[config.mk]
export PLATFORM = sky130hd
export DESIGN_NAME = dwatch_unit
export DESIGN_NICKNAME = d
export VERILOG_FILES = /design/src/rtl/dwatch_unit.sv
export SDC_FILE = /design/constraint.sdc
export NUM_CORES = 1
export LEC_CHECK = 0
export ABC_AREA = 1
export BUFFER_PORTS_ARGS = -buffer_cell sky130_fd_sc_hd__buf_2
export CAP_MARGIN = 20
export CELL_PAD_IN_SITES_DETAIL_PLACEMENT = 0
export CELL_PAD_IN_SITES_GLOBAL_PLACEMENT = 2
export CORE_MARGIN = 2
export CORE_UTILIZATION = 30
export DETAILED_ROUTE_END_ITERATION = 7
export PLACE_DENSITY = 0.79
export SLEW_MARGIN = 20
export SYNTH_ARGS = -nofsm -noshare
export SYNTH_HDL_FRONTEND = slang
export SYNTH_SLANG_ARGS = --single-unit
export TNS_END_PERCENT = 100
[constraint.sdc]
create_clock -name clk -period 1.5 [get_ports clk]
set_input_delay 0.45 -clock clk [delete_from_list [all_inputs] [get_ports clk]]
set_output_delay 0.45 -clock clk [all_outputs]
set_load 0.02 [all_outputs]
[src/rtl/dwatch_unit.sv]
module dwatch_unit #(
  parameter int NSLOT = 2,
  parameter int AW    = 32,
  parameter int MW    = 8,
  localparam int SW   = (NSLOT > 1) ? $clog2(NSLOT) : 1
) (
  input  logic             clk,
  input  logic             rst_n,
  input  logic             cfg_we,
  input  logic [SW-1:0]    cfg_slot,
  input  logic             cfg_ctrl,
  input  logic [AW-1:0]    cfg_wdata,
  input  logic             err_clr,
  input  logic             acc_valid,
  input  logic             acc_write,
  input  logic [AW-1:0]    acc_addr,
  output logic             hit,
  output logic [NSLOT-1:0] hit_vec,
  output logic             mask_err
);
  localparam int LD = MW;
  localparam int ST = MW + 1;
  localparam int CW = MW + 2;

  function automatic logic [MW-1:0] trim_mask(input logic [MW-1:0] f);
    logic [MW-1:0] r;
    logic seen;
    seen = 1'b0;
    for (int i = MW - 1; i >= 0; i--) begin
      r[i] = f[i] & ~seen;
      seen = seen | ~f[i];
    end
    return r;
  endfunction

  logic [NSLOT-1:0][CW-1:0] ctrl_q;
  logic [NSLOT-1:0][AW-1:0] base_q;
  logic [MW-1:0] wr_fixed;
  logic          wr_bad;

  assign wr_fixed = trim_mask(cfg_wdata[MW-1:0]);
  assign wr_bad   = cfg_we && cfg_ctrl && (wr_fixed != cfg_wdata[MW-1:0]);

  always_ff @(posedge clk) begin
    if (!rst_n) begin
      ctrl_q   <= '0;
      base_q   <= '0;
      mask_err <= 1'b0;
    end else begin
      if (cfg_we && cfg_ctrl)
        ctrl_q[cfg_slot] <= {cfg_wdata[ST], cfg_wdata[LD], wr_fixed};
      if (cfg_we && !cfg_ctrl)
        base_q[cfg_slot] <= cfg_wdata;
      if (wr_bad)
        mask_err <= 1'b1;
      else if (err_clr)
        mask_err <= 1'b0;
    end
  end

  for (genvar g = 0; g < NSLOT; g++) begin : g_slot
    logic [AW-1:0] m;
    logic          armed;
    assign m     = {{(AW-MW){1'b1}}, ctrl_q[g][MW-1:0]};
    assign armed = acc_write ? ctrl_q[g][ST] : ctrl_q[g][LD];
    assign hit_vec[g] = acc_valid && armed && ((acc_addr & m) == (base_q[g] & m));
  end

  assign hit = |hit_vec;
endmodule

# After elaboration in Yosys (flattened, before gate mapping)
# Cells that the tools add are included.
[totals]
wordCells = 61
reg_bits = 85
output_inout_bits = 4
[op_classes]
n_lt_le_gt_ge = 2
n_eq_ne = 3
bitwise_logic = 30
muxes = 10
n_reduce_logical = 11
[op_table]
columns = ["operator", "n"]
rows = [
  ["$and 32x32->32", 4],
  ["$bwmux 64", 1],
  ["$eq 32x32->1", 2],
  ["$demux 32 s1", 1],
  ["$mux 32", 1],
  ["$bwmux 20", 1],
  ["$not 1->1", 13],
  ["$demux 10 s1", 1],
  ["$mux 10", 1],
  ["$logic_and 1x1->1", 8],
  ["$and 1x1->1", 7],
  ["$ne 7x7->1", 1],
  ["$or 1x1->1", 6],
  ["$mux 1", 4],
  ["$lt 1x2->1 const B", 1],
  ["$reduce_bool 2->1", 1],
  ["$reduce_or 2->1", 1],
  ["$ge 1x1->1 const B", 1],
  ["$logic_not 1->1", 1],
]

# Longest topological paths before layout
# Gate-level depths: netlist of run 1.
[depth]
depth_word = 12
ltp_mapped = 10

# Worst setup path after synthesis of run 1
# OpenSTA, ideal clock, no wires.
[synth_timing]
kind = "in2out"
startpoint = "input acc_addr[27]"
endpoint = "output hit"
path_buffers = 0
arrival_ns = 1.127
stages = 10
t_required_ns = 1.050
path_slack_ns = -0.077
cell_sequence = "inv_1 > nand2_1 > o21ai_0 > nor2_1 > nand2_1 > nor2_1 > nand2_1 > nor2_1 > nand2_1 > nand2_1"
[synth_via]
elab_chain_len = 4
elab_cells_between_ends = 7
[synth_rtl]
columns = ["item", "line", "source"]
rows = [
  ["start, declared", "16", "input logic [AW-1:0] acc_addr,"],
  ["$and 32x32->32", "66", "assign hit_vec[g] = acc_valid && armed && ((acc_addr & m) == (base_q[g] & m));"],
  ["$eq 32x32->1", "66", ""],
  ["$logic_and 1x1->1", "66", ""],
  ["$reduce_or 2->1 *", "69", "assign hit = |hit_vec;"],
  ["end, declared", "17", "output logic hit,"],
]
# Every way passes the cells marked *; elsewhere a longest branch is shown, timed or not.

# Worst setup path in the final report of run 1
[layout_timing]
startpoint = "register base_q[36] (netlist bit)"
endpoint = "output hit"
[layout_via]
elab_chain_len = 4
[layout_rtl]
columns = ["item", "line", "source"]
rows = [
  ["start, declared", "37", "logic [NSLOT-1:0][AW-1:0] base_q;"],
  ["start signal, assigned by index", "53", "base_q[cfg_slot] <= cfg_wdata;"],
  ["$and 32x32->32", "66", ""],
  ["$eq 32x32->1", "66", ""],
  ["$logic_and 1x1->1", "66", ""],
  ["$reduce_or 2->1", "69", ""],
]
# No other way between the ends.

==> impl_metrics.sql, run 1 <==
INSERT INTO impl_metrics (metric_group, metric, value, unit) VALUES
('die', 'rows', '42', ''),
('global_routing', 'global_route.overflow_total', '0', ''),
('pwr', 'p_leak', '2.58', 'nW'),
('timing', 'finalCriticalPeriod', '2.01', 'ns'),
('cells_and_area', 'antennaDiodeCount', '0', ''),
('cts', 'root_buffer', 'sky130_fd_sc_hd__clkbuf_16', ''),
('pwr', 'power.total', '5.72', 'mW'),
('routing', 'detailroute.via_count', '4295', ''),
('pwr', 'worst_supply_voltage_drop_on_vdd', '0.415', 'mV'),
('routing', 'drt_drc_violations_left', '0', ''),
('logic_synthesis', 'synth_fp_nets', '707', ''),
('cells_and_area', 'layout_commonest_cell', 'sky130_fd_sc_hd__nand2_1', ''),
('cells_and_area', 'layout-drive-gt1-share', '31.0', '%'),
('cells_and_area', 'fin_nets', '838', ''),
('die', 'total_i_o_pin_count', '76', ''),
('global_routing', 'grt_util_all_layers', '17.9', '%'),
('cells_and_area', 'layout.cells.most_common_list', 'sky130_fd_sc_hd__nand2_1 (123), sky130_fd_sc_hd__inv_1 (89), sky130_fd_sc_hd__o21ai_0 (87), sky130_fd_sc_hd__a21oi_1 (84), sky130_fd_sc_hd__buf_2 (72)', ''),
('cts', 'h-tree-depth', '3', ''),
('placed_design', 'io_buffers', '75', ''),
('cells_and_area', 'register_area', '1720', 'um^2'),
('cts', 'cts_num_sinks', '85', ''),
('cts', 'clock_latency', '0.34', 'ns'),
('timing', 'final-setup-viol-count', '3', ''),
('global_routing', 'grt_first_pass_wirelength', '20400', 'um'),
('logic_synthesis', 'post_synth_num_cell_types', '22', ''),
('outcome', 'violations', 'setup timing', ''),
('setup_path', 'timing.rr.start', 'base_q[59]', ''),
('setup_path', 'crit_required', '1.05', 'ns'),
('cells_and_area', 'post_layout_nonfiller_instances', '946', ''),
('timing', 'finalHoldViolations', '0', ''),
('timing', 'slew_headroom', '78.9', '%'),
('outcome', 'result_of_the_run', 'finished, violations left', ''),
('routing', 'drt_iter0_drc', '167', ''),
('timing', 'fmaxAchievable', '497', 'MHz'),
('global_routing', 'maximum_number_of_pins_on_one_net_before_global_route_repair', '86', ''),
('logic_synthesis', 'yosysWarningCount', '0', ''),
('cts', 'cts_tree', 'yes', ''),
('cts', 'cts_buffer_depth', '2', ''),
('setup_path', 'ff2ff_setup_slack', '0.72', 'ns'),
('setup_path', 'r2r-end', 'base_q[59]', ''),
('timing', 'rsz_0062_raised_after_global_routing', 'yes', ''),
('run', 'maxCapViolCount', '0', ''),
('global_routing', 'antenna_found_initial', '0', ''),
('setup_path', 'cp-end-kind', 'output pin', ''),
('die', 'chipWidth', '122', 'um'),
('setup_path', 'crit_start', 'base_q[36]', ''),
('timing', 'post-route-worst-setup-slack', '-0.514', 'ns'),
('cells_and_area', 'fillerInstances', '1412', ''),
('routing', 'wl', '12500', 'um'),
('setup_path', 'timing.setup.critical_path_class', 'reg2out', ''),
('routing', 'detail_route.wl_per_cell', '13.2', 'um'),
('cts', 'number_of_hold_buffers_added_after_cts', '0', ''),
('routing', 'vias_per_cell', '4.54', ''),
('die', 'floorplan.initialDensity', '31.1', '%'),
('placed_design', 'globalplace.congestion', '0.771', ''),
('placed_design', 'dpl_worst_slack', '-0.585', 'ns'),
('timing', 'finalMaxSlewViolations', '0', ''),
('die', 'die-height', '122', 'um'),
('placed_design', 'post-place-cells', '927', ''),
('die', 'design.die.area', '14800', 'um^2'),
('timing', 'post-route-period-util', '134', '%'),
('worst_hold_path', 'min_path_type', 'in2reg', ''),
('placed_design', 'dpl-instance-area', '5260', 'um^2'),
('logic_synthesis', 'synthesis.instances', '635', ''),
('die', 'core_area', '13300', 'um^2'),
('cells_and_area', 'area.growth.synth_to_final', '38.7', '%'),
('setup_path', 'worstSetupEndpoint', 'hit', ''),
('pwr', 'power.density_cell_area', '995', 'nW/um^2'),
('timing', 'worst-slew-pin-transition', '0.317', 'ns'),
('routing', 'ant_nets', '0', ''),
('setup_path', 'worstSetupStartpointType', 'flop', '');
[per-layer routing]
metal  track usage (%)  part of all wire (%)  vias up
li1                  -                     -     2278
met1              22.1                    46     1928
met2              31.5                    49       73
met3              2.62                   3.3       16
met4              6.90                   1.8        0
met5                 0                     0        -
[repair_timing]
| item | CTS | global route |
|---|---|---|
| gates resized for setup | 27 | 39 |
| pin swaps | 18 | 21 |
| buffers inserted | 2 | 2 |
| endpoints found under the setup margin | 3 | 3 |
[worst max-delay path: stages (launching register included)]
cell                      delay, ns
sky130_fd_sc_hd__dfxtp_1       0.31
sky130_fd_sc_hd__inv_1         0.06
sky130_fd_sc_hd__nand2_1       0.05
sky130_fd_sc_hd__nand3_1       0.06
sky130_fd_sc_hd__nand3_1       0.11
sky130_fd_sc_hd__nor2_4        0.13
sky130_fd_sc_hd__nand2_1       0.09
sky130_fd_sc_hd__nor2_2        0.13
sky130_fd_sc_hd__nand2_2       0.09
sky130_fd_sc_hd__nand2_2       0.07
sky130_fd_sc_hd__buf_6         0.11
[where the power goes]
| group | internal (mW) | switching (mW) |
|---|---|---|
| clock | 1.49 | 0.924 |
| sequential | 2.38 | 0.0633 |
| combinational | 0.382 | 0.480 |
| total | 4.26 | 1.47 |
[registers in the layout, indices dropped and copies added (netlist names)]
name      cells
base_q       64
ctrl_q       20
mask_err      1
[kinds of logic after synthesis]
logic type      after synthesis  synth area share, %
simple gates                225                 22.6
compound gates              181                 22.0
buf+inv                     136                 12.6
flops                        85                 41.1
xor+xnor                      8                 1.69
[cell type report]
| type | count | area share, % |
|---|---|---|
| Clock inverter | 4 | 1.26 |
| Multi-Input combinational cell | 414 | 35.5 |
| Sequential cell | 85 | 29.9 |
| Clock buffer | 11 | 4.22 |
| Inverter | 113 | 8.20 |
| Timing Repair Buffer | 143 | 17.1 |
| Tap cell | 176 | 3.83 |
[through the flow]
stage	setup TNS [ns]	utilization (%)	hold slack [ns]
2_1_floorplan	-0.0791	-	0.429
3_3_place_gp	-1.64	39.4	0.445
3_5_place_dp	-1.61	39.4	0.451
4_1_cts	-1.68	42.3	0.347
5_1_grt	-1.82	43.1	0.366
6_report	-1.48	43.1	0.350
[cell usage after synthesis (all sizes together)]
cell type	n	area, um^2
clkbuf	13	48.8
dfxtp	85	1700
a21boi	2	15.0
inv	113	424
nand3b	1	7.51
xor2	1	8.76
nand4	11	68.8
buf	10	51.3
o21ai	95	475
or2	2	12.5
nor2	44	180
xnor2	7	61.3
nand2	143	539
a21oi	84	420
nand3	24	130
[worst min-delay path by stage]
stage | cells past startpoint | end | startpoint | slack [ns]
after floorplan | 2 | ctrl_q[19] | ctrl_q[19] | 0.43
after global placement | 2 | base_q[52] | base_q[52] | 0.45
after detailed placement | 2 | base_q[29] | base_q[29] | 0.45
after CTS | 4 | mask_err | err_clr | 0.35
after global routing | 4 | mask_err | err_clr | 0.37
final | 4 | mask_err | err_clr | 0.35
(Power assumes the default switching activity.)
==> run 2: changes to the inputs <==
--- a/config.mk
+++ b/config.mk
@@ -11,9 +11,9 @@
 export CELL_PAD_IN_SITES_DETAIL_PLACEMENT = 0
 export CELL_PAD_IN_SITES_GLOBAL_PLACEMENT = 2
 export CORE_MARGIN = 2
-export CORE_UTILIZATION = 30
+export CORE_UTILIZATION = 32
 export DETAILED_ROUTE_END_ITERATION = 7
-export PLACE_DENSITY = 0.79
+export PLACE_DENSITY = 0.83
 export SLEW_MARGIN = 20
 export SYNTH_ARGS = -nofsm -noshare
 export SYNTH_HDL_FRONTEND = slang
==> constraint.sdc (replaced) <==
create_clock -name clk -period 2.55 [get_ports clk]
set_input_delay 0.765 -clock clk [delete_from_list [all_inputs] [get_ports clk]]
set_output_delay 0.765 -clock clk [all_outputs]
set_load 0.02 [all_outputs]
==> run 2 against run 1 <==
The flow now finishes without violations. Final area decreased by 8.4%. Clock power is 45% lower. Hold slack better by 0.11 ns. Critical path depth grew 1. First-iteration DRC count grew 33%. Sequential cell count did not move. Die area decreased by 6.0%. Critical path type is now in2out. Sequential share of layout area rose by 2.4 points. Sequential power shrank 41%. Wire length down 5.3%. Highest routed layer unchanged. Via count is 5.4% lower. Register-to-register slack improved by 1.2 ns.
==> impl_metrics.sql, run 2 (synthesis results as in run 1) <==
INSERT INTO impl_metrics (metric_group, metric, value, unit) VALUES
('outcome', 'result_of_the_run', 'finished clean', ''),
('routing', 'vias_per_cell', '4.61', ''),
('cells_and_area', 'layout.cells.most_common_list', 'sky130_fd_sc_hd__nand2_1 (118), sky130_fd_sc_hd__inv_1 (94), sky130_fd_sc_hd__o21ai_0 (86), sky130_fd_sc_hd__dfxtp_1 (85), sky130_fd_sc_hd__a21oi_1 (84)', ''),
('global_routing', 'global_route.overflow_total', '0', ''),
('timing', 'finalMaxSlewViolations', '0', ''),
('global_routing', 'routing_usage_on_met1', '22.5', '%'),
('placed_design', 'io_buffers', '75', ''),
('global_routing', 'top_usage_layer', 'met2', ''),
('global_routing', 'first_global_vias', '3814', ''),
('global_routing', 'grt_use_met3', '3.68', '%'),
('routing', 'ant_nets', '0', ''),
('timing', 'post_route_setup_tns', '0', 'ns'),
('setup_path', 'crit_required', '1.79', 'ns'),
('timing', 'post-route-worst-setup-slack', '0.00803', 'ns'),
('cts', 'post-cts-setup-buffer-count', '0', ''),
('timing', 'fmaxAchievable', '393', 'MHz'),
('setup_path', 'cp-end-kind', 'output pin', ''),
('cells_and_area', 'area.growth.synth_to_final', '27.0', '%'),
('cts', 'cts_num_sinks', '85', ''),
('pwr', 'power.total', '3.20', 'mW'),
('run', 'maxCapViolCount', '0', ''),
('cells_and_area', 'layout-drive-gt1-share', '22.7', '%'),
('setup_path', 'crit_arrival', '1.78', 'ns'),
('timing', 'rsz_0062_raised_after_global_routing', 'yes', ''),
('cells_and_area', 'reg_top3', 'base_q: 64 flops, ctrl_q: 20 flops, mask_err: 1 flops', ''),
('setup_path', 'cp_num_cells', '11', ''),
('cts', 'clock_latency', '0.34', 'ns'),
('global_routing', 'grt_util_all_layers', '17.5', '%'),
('die', 'floorplan.initialDensity', '32.8', '%'),
('placed_design', 'dpl.hpwl', '8410', 'um'),
('cts', 'number_of_hold_buffers_added_after_cts', '0', ''),
('setup_path', 'worstSetupStartpointType', 'input port', ''),
('global_routing', 'antenna_found_initial', '0', ''),
('setup_path', 'crit_path_cell_trace', 'buf_4 -> inv_4 -> nand2_2 -> nand3_2 -> nand3_2 -> nor2_2 -> nand2_1 -> nor2_1 -> nand2_1 -> inv_1 -> buf_6', ''),
('cells_and_area', 'post_layout_nonfiller_instances', '881', ''),
('setup_path', 'timing.setup.critical_path_class', 'in2out', ''),
('setup_path', 'critPathMaxFanout', '3', ''),
('routing', 'firstDrtPassIters', '5', ''),
('setup_path', 'worst_path_largest_cell_delay', '0.15', 'ns'),
('pwr', 'p_leak', '2.30', 'nW'),
('routing', 'detailroute.via_count', '4064', ''),
('routing', 'detail_route.wl_per_cell', '13.4', 'um'),
('placed_design', 'post-place-cells', '865', ''),
('routing', 'wl', '11800', 'um'),
('cts', 'cts_buffer_depth', '2', ''),
('timing', 'worst-slew-pin-transition', '0.392', 'ns'),
('cells_and_area', 'antennaDiodeCount', '0', ''),
('cells_and_area', 'fin_nets', '776', ''),
('placed_design', 'globalplace.congestion', '0.805', ''),
('setup_path', 'critPathSlowestCell', 'sky130_fd_sc_hd__nor2_2', ''),
('die', 'die-height', '118', 'um'),
('cts', 'clk_pin_slew', '0.06', 'ns'),
('die', 'total_i_o_pin_count', '76', ''),
('timing', 'finalCriticalPeriod', '2.54', 'ns'),
('pwr', 'power.density_cell_area', '607', 'nW/um^2'),
('die', 'chipWidth', '118', 'um'),
('global_routing', 'grt_first_pass_wirelength', '19100', 'um'),
('cts', 'h-tree-depth', '3', ''),
('routing', 'drt_iter0_drc', '222', ''),
('cells_and_area', 'flip_flop_count_of_the_largest_register_all_copies_and_words_added', '64', ''),
('cells_and_area', 'stdcell_area', '5270', 'um^2'),
('setup_path', 'timing.critical_path.buf_inv', '4', ''),
('die', 'core_area', '12600', 'um^2'),
('timing', 'clock-skew-final', '0', 'ns'),
('setup_path', 'critical_path.top_delay_family', 'simple AND/OR/NAND/NOR gates', ''),
('cts', 'root_buffer', 'sky130_fd_sc_hd__clkbuf_16', ''),
('setup_path', 'worst-r2r-cell-count', '2', ''),
('placed_design', 'dpl-instance-area', '4720', 'um^2'),
('cells_and_area', 'final_util', '41.7', '%'),
('timing', 'holdWs', '0.461', 'ns'),
('global_routing', 'maximum_number_of_pins_on_one_net_before_global_route_repair', '86', ''),
('routing', 'drt_drc_violations_left', '0', ''),
('cts', 'cts-buffers-inserted', '9', ''),
('global_routing', 'grt.met2_usage', '29.1', '%'),
('timing', 'slew_headroom', '73.8', '%'),
('worst_hold_path', 'min_path_type', 'reg2reg', ''),
('die', 'design.die.area', '13900', 'um^2'),
('cts', 'cts_tree', 'yes', ''),
('placed_design', 'dpl_worst_slack', '-0.108', 'ns'),
('cells_and_area', 'largest_register', 'base_q', ''),
('timing', 'post-route-period-util', '99.7', '%'),
('timing', 'final-setup-viol-count', '0', ''),
('worst_hold_path', 'min_delay_path_depth', '2', ''),
('die', 'rows', '41', ''),
('timing', 'finalHoldViolations', '0', ''),
('pwr', 'worst_supply_voltage_drop_on_vdd', '0.230', 'mV'),
('cells_and_area', 'layout_commonest_cell', 'sky130_fd_sc_hd__nand2_1', '');
## run 2: cell types whose count changed in the layout (fill, tap and decap cells not counted), sizes merged
cell / delta
buf: -62
bufinv: -1
clkbuf: +1
clkinv: +1
## run 2: area by class of cell
class | instances | area [um^2]
sequential | 85 | 1700
tap | 172 | 215
fill | 1381 | 7350
clock inverter | 4 | 47.5
clock buffer | 12 | 246
multi-input combinational | 414 | 2040
timing repair buffer | 81 | 568
inverter | 113 | 442
## run 2: routing by layer
layer	part of all wire, %	routed length [um]	vias up
li1	-	-	2148
met1	48	5680	1819
met2	46	5480	81
met3	3.8	445	16
met4	1.7	204	0
met5	0	0	-
## run 2: final timing paths
check	to	slack [ns]	startpoint
setup / recovery	hit_vec[1]	0.008	acc_addr[4]
hold / removal	base_q[20]	0.46	base_q[20]
setup reg to reg	ctrl_q[4]	1.88	ctrl_q[4]
hold reg to reg	base_q[20]	0.46	base_q[20]
## run 2: worst min-delay path: stages (launching register included)
cell and delay, ns:
sky130_fd_sc_hd__dfxtp_1 0.32, sky130_fd_sc_hd__inv_1 0.05, sky130_fd_sc_hd__a21oi_1 0.05
## run 2: where the power goes
part | switching (mW) | leakage, nW | internal, mW
registers | 0.0358 | 0.696 | 1.40
clock network | 0.539 | 0.143 | 0.784
logic | 0.262 | 1.46 | 0.178
total | 0.837 | 2.30 | 2.36
## run 2: what timing repair did
item,in CTS,in global routing
pin swaps,15,39
gates resized for setup,23,79
endpoints found under the hold margin,0,0
setup endpoints to repair,3,3
==> run 3: changes to the inputs <==
==> constraint.sdc (replaced) <==
create_clock -name clk -period 2.55 [get_ports clk]
set_input_delay 0.51 -clock clk [delete_from_list [all_inputs] [get_ports clk]]
set_output_delay 0.51 -clock clk [all_outputs]
set_load 0.02 [all_outputs]
==> run 3 against run 2 <==
Critical path depth did not move. Wire length fell by 2.5%. Sequential power barely moved. Hold slack got worse by 0.033 ns. Utilization fell by 2.5 points. Clock-buffer cell count did not move. Cell count fell by 0.57%. Setup slack improved by 0.36 ns. First-iteration DRC count rose by 0.45%. Register-to-register slack got worse by 0.02 ns. Sequential share of layout area rose by 2.1 points. Critical endpoint is now hit.
==> impl_metrics.sql, run 3 (synthesis results as in run 1) <==
INSERT INTO impl_metrics (metric_group, metric, value, unit) VALUES
('routing', 'ant_nets', '0', ''),
('routing', 'wirelength_met1', '5480', 'um'),
('global_routing', 'grt_first_pass_wirelength', '18200', 'um'),
('routing', 'drt_iter0_drc', '223', ''),
('worst_hold_path', 'min_path_type', 'in2reg', ''),
('cts', 'cts_num_sinks', '85', ''),
('die', 'floorplan.initialDensity', '32.8', '%'),
('routing', 'detail_route.wl_per_cell', '13.1', 'um'),
('cells_and_area', 'area.growth.synth_to_final', '19.3', '%'),
('die', 'total_i_o_pin_count', '76', ''),
('timing', 'holdWs', '0.428', 'ns'),
('setup_path', 'cp-end-kind', 'output pin', ''),
('timing', 'post-route-period-util', '85.6', '%'),
('cts', 'cts_buffer_depth', '2', ''),
('global_routing', 'grt_util_all_layers', '16.8', '%'),
('cells_and_area', 'post_layout_nonfiller_instances', '876', ''),
('placed_design', 'dpl-instance-area', '4710', 'um^2'),
('routing', 'uppermost_routed_layer', 'met4', ''),
('cts', 'postCtsResizedCells', '0', ''),
('cells_and_area', 'layout.cells.most_common_list', 'sky130_fd_sc_hd__nand2_1 (142), sky130_fd_sc_hd__inv_1 (111), sky130_fd_sc_hd__o21ai_0 (92), sky130_fd_sc_hd__dfxtp_1 (85), sky130_fd_sc_hd__a21oi_1 (84)', ''),
('placed_design', 'globalplace.congestion', '0.846', ''),
('global_routing', 'first_global_vias', '3569', ''),
('timing', 'slew_headroom', '66.3', '%'),
('pwr', 'p_leak', '2.22', 'nW'),
('timing', 'rsz_0062_raised_after_global_routing', 'no', ''),
('cells_and_area', 'register_area', '1700', 'um^2'),
('timing', 'clock-skew-final', '0', 'ns'),
('routing', 'route.met3.wl', '473', 'um'),
('cells_and_area', 'flip_flop_count_of_the_largest_register_all_copies_and_words_added', '64', ''),
('cts', 'cts_tree', 'yes', ''),
('setup_path', 'crit_arrival', '1.67', 'ns'),
('global_routing', 'maximum_number_of_pins_on_one_net_before_global_route_repair', '58', ''),
('cts', 'root_buffer', 'sky130_fd_sc_hd__clkbuf_16', ''),
('timing', 'post_route_setup_tns', '0', 'ns'),
('pwr', 'power.density_cell_area', '597', 'nW/um^2'),
('placed_design', 'post-place-cells', '864', ''),
('setup_path', 'crit_required', '2.04', 'ns'),
('global_routing', 'global_route.overflow_total', '0', ''),
('routing', 'wl', '11500', 'um'),
('timing', 'finalHoldViolations', '0', ''),
('cts', 'cts-buffers-inserted', '9', ''),
('cells_and_area', 'multiInputGateArea', '1920', 'um^2'),
('timing', 'finalMaxSlewViolations', '0', ''),
('placed_design', 'dpl.hpwl', '8690', 'um'),
('cts', 'clk_pin_slew', '0.05', 'ns'),
('cts', 'h-tree-depth', '3', ''),
('routing', 'firstDrtPassIters', '4', ''),
('timing', 'final-setup-viol-count', '0', ''),
('cells_and_area', 'fillerInstances', '1430', ''),
('timing', 'post-route-worst-setup-slack', '0.367', 'ns'),
('global_routing', 'antenna_found_initial', '0', ''),
('die', 'chipWidth', '118', 'um'),
('pwr', 'worst_supply_voltage_drop_on_vdd', '0.323', 'mV'),
('placed_design', 'dpl_worst_slack', '0.394', 'ns'),
('routing', 'vias_per_cell', '4.53', ''),
('setup_path', 'critPathMaxFanout', '2', ''),
('cells_and_area', 'largest_register', 'base_q', ''),
('cells_and_area', 'layout-drive-gt1-share', '13.9', '%'),
('cts', 'number_of_hold_buffers_added_after_cts', '0', ''),
('cells_and_area', 'reg_top3', 'base_q: 64 flops, ctrl_q: 20 flops, mask_err: 1 flops', ''),
('pwr', 'power.total', '2.95', 'mW'),
('die', 'core_area', '12600', 'um^2'),
('run', 'maxCapViolCount', '0', ''),
('cells_and_area', 'antennaDiodeCount', '0', ''),
('placed_design', 'io_buffers', '75', ''),
('outcome', 'result_of_the_run', 'finished clean', ''),
('routing', 'dr_wl_met2', '5520', 'um'),
('timing', 'fmaxAchievable', '458', 'MHz'),
('timing', 'worst-slew-pin-transition', '0.505', 'ns'),
('cells_and_area', 'stdcell_area', '4950', 'um^2'),
('cells_and_area', 'final_util', '39.2', '%'),
('routing', 'detailroute.via_count', '3968', ''),
('cts', 'post-cts-setup-buffer-count', '0', ''),
('cells_and_area', 'fin_nets', '775', ''),
('die', 'design.die.area', '13900', 'um^2'),
('cells_and_area', 'layout_commonest_cell', 'sky130_fd_sc_hd__nand2_1', ''),
('setup_path', 'timing.setup.critical_path_class', 'reg2out', ''),
('routing', 'drt_drc_violations_left', '0', ''),
('die', 'die-height', '118', 'um'),
('die', 'rows', '41', ''),
('cts', 'clock_latency', '0.33', 'ns'),
('setup_path', 'worstSetupStartpointType', 'flop', ''),
('timing', 'finalCriticalPeriod', '2.18', 'ns');
==> run 3: power breakdown <==
group	total, mW	switching [mW]	leakage, nW	internal, mW
Clock	1.13	0.489	0.114	0.639
Sequential	1.43	0.0339	0.696	1.40
Combinational	0.394	0.243	1.41	0.150
Total	2.95	0.767	2.22	2.19
==> run 3: final timing paths <==
| path | to | slack, ns | cells past startpoint | from |
|---|---|---|---|---|
| worst max-delay path | hit | 0.37 | 11 | base_q[42] |
| worst min-delay path | mask_err | 0.43 | 4 | err_clr |
| worst max register to register | ctrl_q[2] | 1.86 | 2 | ctrl_q[2] |
| worst min register to register | ctrl_q[18] | 0.45 | 2 | ctrl_q[18] |
==> run 3: layout make-up <==
type                       count  area share [%]
clock buffer                  12            4.78
inverter                     113            8.57
multi-input combinational    414            38.8
sequential                    85            34.4
tap                          172            4.35
timing repair buffer          80            9.10
==> run 3: critical path: stages, from the launching register on <==
cell,delay (ns)
sky130_fd_sc_hd__dfxtp_1,0.33
sky130_fd_sc_hd__inv_1,0.05
sky130_fd_sc_hd__nand2_1,0.05
sky130_fd_sc_hd__nand2_1,0.08
sky130_fd_sc_hd__nor2_1,0.13
sky130_fd_sc_hd__nand2_1,0.06
sky130_fd_sc_hd__nor2_1,0.14
sky130_fd_sc_hd__nand2_1,0.07
sky130_fd_sc_hd__nor2_1,0.11
sky130_fd_sc_hd__nand2_1,0.10
sky130_fd_sc_hd__nand2_1,0.06
sky130_fd_sc_hd__buf_2,0.16
==> run 3: layer usage <==
metal  vias up  track usage, %
met1      1745            21.8
met4         0            3.84
met2        74            27.9
li1       2147               -
met3         2            4.55
met5         -               0
